### src/rtl/pwm_seq_pkg.sv
package pwm_seq_pkg;

  // Strobes from control to datapath
  typedef struct packed {
    logic load;   // capture settings and clear counters
    logic run;    // sequence active
  } seqCtl_t;

  // Status from datapath to control
  typedef struct packed {
    logic passEnd;  // last tick of last period of last entry
  } seqStat_t;

endpackage

### src/rtl/pwm_seq_ctrl.sv
module pwm_seq_ctrl
  import pwm_seq_pkg::*;
(
  input  logic     clk,
  input  logic     rstN,
  input  logic     runIn,
  input  logic     edgeTrig,
  input  logic     singleMode,
  input  seqStat_t stat,
  output seqCtl_t  ctl,
  output logic     busy,
  output logic     done
);

  logic runSt;
  logic runPrev;
  logic armed;
  logic singleLat;
  logic edgeLat;
  logic startReq;
  logic abortReq;
  logic finishReq;

  always_comb begin
    if (edgeTrig) startReq = !runSt && runIn && !runPrev;
    else          startReq = !runSt && runIn && armed;
    abortReq  = runSt && !edgeLat && !runIn;
    finishReq = runSt && stat.passEnd && singleLat;
  end

  always_ff @(posedge clk or negedge rstN) begin
    if (!rstN) begin
      runSt     <= 1'b0;
      runPrev   <= 1'b0;
      armed     <= 1'b1;
      singleLat <= 1'b0;
      edgeLat   <= 1'b0;
      done      <= 1'b0;
    end else begin
      runPrev <= runIn;
      done    <= 1'b0;
      if (startReq) begin
        runSt     <= 1'b1;
        singleLat <= singleMode;
        edgeLat   <= edgeTrig;
      end else if (abortReq) begin
        runSt <= 1'b0;
      end else if (finishReq) begin
        runSt <= 1'b0;
        done  <= 1'b1;
      end
      if (finishReq && !abortReq) armed <= 1'b0;
      else if (!runIn)            armed <= 1'b1;
    end
  end

  always_comb begin
    ctl.load = startReq;
    ctl.run  = runSt;
    busy     = runSt;
  end


  done_idle_chk: assert property (@(posedge clk) disable iff (!rstN)
    done |-> !busy);

  done_single_chk: assert property (@(posedge clk) disable iff (!rstN)
    done |=> !done);

  level_stop_chk: assert property (@(posedge clk) disable iff (!rstN)
    (busy && !edgeLat && !runIn) |=> (!busy && !done));

  edge_hold_chk: assert property (@(posedge clk) disable iff (!rstN)
    (!busy && edgeTrig && runIn && runPrev) |=> !busy);

endmodule

### src/rtl/pwm_seq_dp.sv
module pwm_seq_dp
  import pwm_seq_pkg::*;
#(
  parameter int CLK_PER_TICK = 29,
  parameter int DEPTH        = 252,
  parameter int CW           = 8,
  parameter int AW           = $clog2(DEPTH + 1)
) (
  input  logic          clk,
  input  logic          rstN,
  input  seqCtl_t       ctl,
  input  logic [CW-1:0] periodCfg,
  input  logic [CW-1:0] repeatCfg,
  input  logic [CW-1:0] lengthCfg,
  input  logic          wrEn,
  input  logic [AW-1:0] wrAddr,
  input  logic [CW-1:0] wrData,
  output seqStat_t      stat,
  output logic          pwmOut
);

  localparam int PSW = (CLK_PER_TICK > 1) ? $clog2(CLK_PER_TICK) : 1;
  localparam logic [AW-1:0] DEPTH_A = AW'(DEPTH);

  logic [CW-1:0] dutyTbl [DEPTH];

  logic [CW-1:0] perLat, repLat;
  logic [AW-1:0] lenLat;
  logic [CW-1:0] perEff, repEff;
  logic [AW-1:0] lenEff;

  logic [CW-1:0] tickPos, repCnt;
  logic [AW-1:0] idx;
  logic [CW-1:0] dutyCur;
  logic          tick, perEnd, stepEnd, passEnd;

  // table write port, idle only
  always_ff @(posedge clk) begin
    if (wrEn && !ctl.run && (wrAddr < DEPTH_A)) dutyTbl[wrAddr] <= wrData;
  end

  // setting clamps
  always_comb begin
    perEff = (periodCfg == '0) ? CW'(1) : periodCfg;
    repEff = (repeatCfg == '0) ? CW'(1) : repeatCfg;
    if (lengthCfg == '0)               lenEff = AW'(1);
    else if (int'(lengthCfg) > DEPTH)  lenEff = DEPTH_A;
    else                               lenEff = AW'(lengthCfg);
  end

  // base tick generation
  generate
    if (CLK_PER_TICK > 1) begin : g_presc
      logic [PSW-1:0] presc;
      always_ff @(posedge clk or negedge rstN) begin
        if (!rstN)                     presc <= '0;
        else if (ctl.load)             presc <= '0;
        else if (ctl.run) begin
          if (presc == PSW'(CLK_PER_TICK - 1)) presc <= '0;
          else                                  presc <= presc + 1'b1;
        end
      end
      assign tick = ctl.run && (presc == PSW'(CLK_PER_TICK - 1));


      presc_range_chk: assert property (@(posedge clk) disable iff (!rstN)
        int'(presc) < CLK_PER_TICK);
    end else begin : g_nopresc
      assign tick = ctl.run;
    end
  endgenerate

  always_comb begin
    perEnd  = tick && (tickPos == perLat - 1'b1);
    stepEnd = perEnd && (repCnt == repLat - 1'b1);
    passEnd = stepEnd && (idx == lenLat - 1'b1);
  end

  // period, repeat and address counters
  always_ff @(posedge clk or negedge rstN) begin
    if (!rstN) begin
      perLat  <= CW'(1);
      repLat  <= CW'(1);
      lenLat  <= AW'(1);
      tickPos <= '0;
      repCnt  <= '0;
      idx     <= '0;
    end else if (ctl.load) begin
      perLat  <= perEff;
      repLat  <= repEff;
      lenLat  <= lenEff;
      tickPos <= '0;
      repCnt  <= '0;
      idx     <= '0;
    end else if (tick) begin
      if (perEnd) begin
        tickPos <= '0;
        if (stepEnd) begin
          repCnt <= '0;
          if (passEnd) idx <= '0;
          else         idx <= idx + 1'b1;
        end else begin
          repCnt <= repCnt + 1'b1;
        end
      end else begin
        tickPos <= tickPos + 1'b1;
      end
    end
  end

  always_comb begin
    dutyCur      = dutyTbl[idx];
    pwmOut       = ctl.run && (tickPos < dutyCur);
    stat.passEnd = passEnd;
  end


  tick_range_chk: assert property (@(posedge clk) disable iff (!rstN)
    ctl.run |-> (tickPos < perLat));

  rep_range_chk: assert property (@(posedge clk) disable iff (!rstN)
    ctl.run |-> (repCnt < repLat));

  idx_range_chk: assert property (@(posedge clk) disable iff (!rstN)
    ctl.run |-> (idx < lenLat));

  wrap_zero_chk: assert property (@(posedge clk) disable iff (!rstN)
    (ctl.run && passEnd) |=> (idx == '0));

endmodule

### src/rtl/pwm_profile_gen.sv
module pwm_profile_gen
  import pwm_seq_pkg::*;
#(
  parameter int CLK_PER_TICK = 29,
  parameter int DEPTH        = 252,
  parameter int CW           = 8,
  parameter int AW           = $clog2(DEPTH + 1)
) (
  input  logic          clk,
  input  logic          rstN,
  input  logic          runIn,
  input  logic          edgeTrig,
  input  logic          singleMode,
  input  logic [CW-1:0] periodCfg,
  input  logic [CW-1:0] repeatCfg,
  input  logic [CW-1:0] lengthCfg,
  input  logic          wrEn,
  input  logic [AW-1:0] wrAddr,
  input  logic [CW-1:0] wrData,
  output logic          pwmOut,
  output logic          busy,
  output logic          done
);

  seqCtl_t  ctl;
  seqStat_t stat;

  pwm_seq_ctrl u_ctrl (
    .clk        (clk),
    .rstN       (rstN),
    .runIn      (runIn),
    .edgeTrig   (edgeTrig),
    .singleMode (singleMode),
    .stat       (stat),
    .ctl        (ctl),
    .busy       (busy),
    .done       (done)
  );

  pwm_seq_dp #(
    .CLK_PER_TICK (CLK_PER_TICK),
    .DEPTH        (DEPTH),
    .CW           (CW),
    .AW           (AW)
  ) u_dp (
    .clk       (clk),
    .rstN      (rstN),
    .ctl       (ctl),
    .periodCfg (periodCfg),
    .repeatCfg (repeatCfg),
    .lengthCfg (lengthCfg),
    .wrEn      (wrEn),
    .wrAddr    (wrAddr),
    .wrData    (wrData),
    .stat      (stat),
    .pwmOut    (pwmOut)
  );


  idle_low_chk: assert property (@(posedge clk) disable iff (!rstN)
    !busy |-> !pwmOut);

endmodule

### config.mk
export PLATFORM = sky130hd
export DESIGN_NAME = pwm_profile_gen
export DESIGN_NICKNAME = d
export VERILOG_FILES = /design/src/rtl/pwm_seq_pkg.sv /design/src/rtl/pwm_seq_ctrl.sv /design/src/rtl/pwm_seq_dp.sv /design/src/rtl/pwm_profile_gen.sv
export SDC_FILE = /design/constraint.sdc
export NUM_CORES = 2
export LEC_CHECK = 0
export CORE_ASPECT_RATIO = 1.2
export CORE_MARGIN = 5
export CORE_UTILIZATION = 25
export DETAILED_ROUTE_END_ITERATION = 16
export GPL_ROUTABILITY_DRIVEN = 1
export PLACE_DENSITY = 0.36
export SLEW_MARGIN = 20
export SYNTH_ARGS = -nofsm -noshare
export SYNTH_HDL_FRONTEND = slang
export SYNTH_SLANG_ARGS = --single-unit
### constraint.sdc
create_clock -name clk -period 3.67 [get_ports clk]
set_clock_uncertainty 0.05 [all_clocks]
set_input_delay 0.367 -clock clk [delete_from_list [all_inputs] [get_ports clk]]
set_output_delay 0.367 -clock clk [all_outputs]
set_load 0.02 [all_outputs]
==> impl_metrics.csv <==
group,metric,value,unit
status,status,"finished with violations",
status,violations,"setup timing",
logic_synthesis,async_flop_share,2.84,%
logic_synthesis,synth_top_cells_by_count,"edfxtp_1 (2016), mux4_2 (414), nor2_1 (330)",
sta,worst_slack,-2040,ps
worst_setup_path,critPathMostFrequentCell,"buf_4",
power,pwr-share-comb,3.9,%
logic_synthesis,yosysTopAreaCell,"edfxtp_1",
logic_synthesis,synth_top_area_share,73.5,%
worst_setup_path,cp.depth,19,
sta,maxSlewHeadroom,21.2,%
route,routedWlPerCell,28.7,um
worst_setup_path,r2r-end,"u_dp.tickPos[5]",
power,leakagePower,32.4,nW
grt,grt_pass1_vias,46950,
hold_path,min_from,"wrData[0]",
cts,cts_tree,"done",
floorplanning,die_y,639,um
worst_setup_path,cp.buffers_inverters,6,
floorplanning,fp-row-count,230,
floorplanning,io_pins,49,
cts,cts_made_buffers,228,
worst_setup_path,rrSetupSlack,440,ps
grt,grt_max_degree,169,
cts,clock_latency,900,ps
worst_setup_path,critical_path.top_delay_family,"compound AO/OA/AOI/OAI gates",
grt,overflow,0,
sta,tns,-2040,ps
grt,track_usage,15.9,%
grt,antenna_found_initial,19,
sta,layout_min_cycle_time,5710,ps
job,cap_violations,0,
place,post-place-ws,-1870,ps
floorplanning,fp.dieW,534,um
worst_setup_path,worst_path_max_delay_cell,"dfrtp_4",
cts,clock_sinks,2075,
worst_setup_path,critPathMaxFanout,9,
sta,layout_worst_path_cycle_share,155,%
route,vias,44082,
route,ant_nets,0,
power,intPower,0.0398,W
logic_synthesis,ys_top_cells_by_area,"edfxtp_1 (74%), mux4_2 (11%), mux2i_1 (3.4%)",
sta,tightest_slew,1180,ps
route,post-route-drc-count,0,
worst_setup_path,path_class,"reg2out",
sta,rsz0062_at_grt,"true",
power,vdd_ir_drop_max,0.371,mV
sta,drv_slew,0,
logic_synthesis,synth_seq_cells,2075,
power,pwr-share-seq,51.9,%
logic_synthesis,synth_most_common_cell,"edfxtp_1",
worst_setup_path,reg2reg_depth,10,
logic_synthesis,synth_nets,4291,
place,io_buffers,48,
worst_setup_path,r2r-start,"u_dp.perLat[0]",
logic_synthesis,synth_cell_types,78,
logic_synthesis,synth_edf_count,2016,
logic_synthesis,synthCells,4230,
sta,whs,69.0,ps
final_layout,fillers,31782,
place,hpwl,185,mm
cts,h-tree-depth,4,
logic_synthesis,netlist_area,0.0823,sq mm
worst_setup_path,endpoint,"pwmOut",
route,avgViaCountPerCell,4.58,
sta,setup_viol,1,
floorplanning,start_util,25.1,%
floorplanning,core_area,0.327,sq mm
worst_setup_path,end_kind,"primary output",
power,power_switching_share,21.9,%
power,switchingPower,0.0112,W
floorplanning,die_area,0.341,sq mm
logic_synthesis,ys_seq_area_share,75.3,%
logic_synthesis,yosys_warnings,0,
route,wl,276,mm
power,p_clk_share,44.3,%
logic_synthesis,avgSynthCellArea,19.5,sq um
sta,final_hold_viol_count,0,
cts,clkTransAtPathRegs,60,ps
place,place_congestion,0.791,
final_layout,design_area,0.103,sq mm
sta,max_freq,175,MHz
route,first_iter_violations,3153,
logic_synthesis,ys.flop_type,"edfxtp_1",
hold_path,hp-class,"in2reg",
cts,clock_path_buffers,4,
place,placed_area,0.0944,sq mm
worst_setup_path,cp.arrival,5290,ps
worst_setup_path,required,3250,ps
final_layout,syn_to_final_growth,24.7,%
final_layout,layout-drive-gt1-share,31.4,%
grt,grt_pass1_wl,385,mm
worst_setup_path,crit_path_start_kind,"flip-flop",
route,first_pass_iters,5,
worst_setup_path,setup.worst_path.start,"u_dp.idx[0]",
power,p_per_area,497,mW/mm^2
worst_setup_path,crit_path_max_incr_delay,500,ps
final_layout,fin_nets,5211,
worst_setup_path,path_cells,"buf_12 -> buf_16 -> buf_4 -> mux2i_4 -> o221ai_2 -> buf_4 -> a21oi_1 -> buf_4 -> o211ai_1 -> nor4_4 -> a2111o_1 -> ha_4 -> nand4_1 -> o21ai_1 -> a21oi_2 -> a311o_1 -> o21bai_4 -> a211oi_4 -> buf_6",
cts,cts_root_buf,"clkbuf_16",
[registers in the layout, indices dropped and copies added, names as in the netlist]
name / cells
u_ctrl.armed: 1
u_ctrl.busy: 1
u_ctrl.done: 1
u_ctrl.edgeLat: 1
u_ctrl.runPrev: 1
u_ctrl.singleLat: 1
u_dp.dutyTbl: 2016
u_dp.g_presc.presc: 5
u_dp.idx: 8
u_dp.lenLat: 8
u_dp.perLat: 8
u_dp.repCnt: 8
u_dp.repLat: 8
u_dp.tickPos: 8
[worst min-delay path by stage]
stage,end,cells past startpoint
6_report,u_dp.dutyTbl[236][0],1
5_1_grt,u_dp.dutyTbl[236][0],1
4_1_cts,u_dp.dutyTbl[236][0],1
3_5_place_dp,u_ctrl.singleLat,2
3_3_place_gp,u_ctrl.singleLat,2
2_1_floorplan,u_ctrl.busy,0
[repair_timing]
item                                   4_1_cts  5_1_grt
setup endpoints to repair                    1        1
hold buffers                                35        1
setup buffers                               19        5
pin swaps                                   12       20
gates resized for setup                     56       32
gates cloned                                 3        0
endpoints found under the hold margin      255       21
[per-stage QoR]
step,cells,total power [W],util (%)
finish,9630,0.0510,31.3
global route,9624,0.0529,31.3
CTS,9621,0.0518,31.3
detailed placement,9155,0.0289,28.8
global placement,9155,0.0289,28.8
floorplan,4230,0.0278,-
[layout make-up]
| type | instances | area, sq um | area share, % |
|---|---|---|---|
| flip-flops and latches | 2075 | 62000 | 60.4 |
| multi-input cells | 1883 | 19200 | 18.7 |
| clock inverters | 123 | 1180 | 1.15 |
| clock buffers | 288 | 6000 | 5.85 |
| repair buffers | 939 | 8750 | 8.52 |
| well taps | 4292 | 5370 | 5.23 |
| inverters | 23 | 96.3 | 0.0938 |
| diodes | 7 | 17.5 | 0.0171 |
[power by group through the flow]
stage	clock network (W)	registers, W	logic (W)
global placement	0	0.0269	0.00198
finish	0.0226	0.0264	0.00198
detailed placement	0	0.0269	0.00200
global route	0.0242	0.0265	0.00219
floorplan	0	0.0269	0.000964
CTS	0.0233	0.0264	0.00202
[cell families (layout without fill, tap and decap cells)]
family,after synthesis,after routing,share of synthesized area [%]
compound gates,461,461,3.85
xor+xnor,42,42,0.447
fa+ha+maj,15,15,0.228
buf+inv,272,1373,1.83
flops,2075,2075,75.3
mux,695,695,14.8
other cells,0,7,0
simple gates,670,670,3.56
[worst register-to-register path, stage by stage, from the launching register on]
cell,delay (ps)
dfstp_2,620
inv_1,80
ha_1,230
inv_1,80
a21oi_1,40
o31ai_1,530
nor4_2,170
nor2_1,640
nand2_1,330
nor4_1,330
a21o_1,120
[cells in the final DEF, fill, tap and decap left out, types with 15 or more instances in the layout]
cell	count
a211oi_1	16
dlygate4sd3_1	36
mux4_2	414
nand3_1	21
mux2i_1	274
o21ai_0	53
dfrtp_1	49
nor2b_1	16
nand2_1	159
nor3_1	40
o21ai_1	15
clkdlybuf4s50_1	38
o221ai_1	98
buf_4	740
nor2_1	323
o22ai_1	65
edfxtp_1	2016
bufinv_16	21
clkinv_1	58
clkbuf_16	230
buf_12	94
clkinv_2	28
a21oi_1	86
xnor2_1	22
clkbuf_1	55
xor2_1	20
nor4_1	19
inv_1	21
[layer usage]
layer / routed length, um / GRT usage (%)
met1: 117000 / 20.3
met2: 143000 / 28.7
met3: 10400 / 2.07
met4: 5820 / 3.37
met5: 27 / 0
Note: power is estimated with default switching activity, not from simulation.
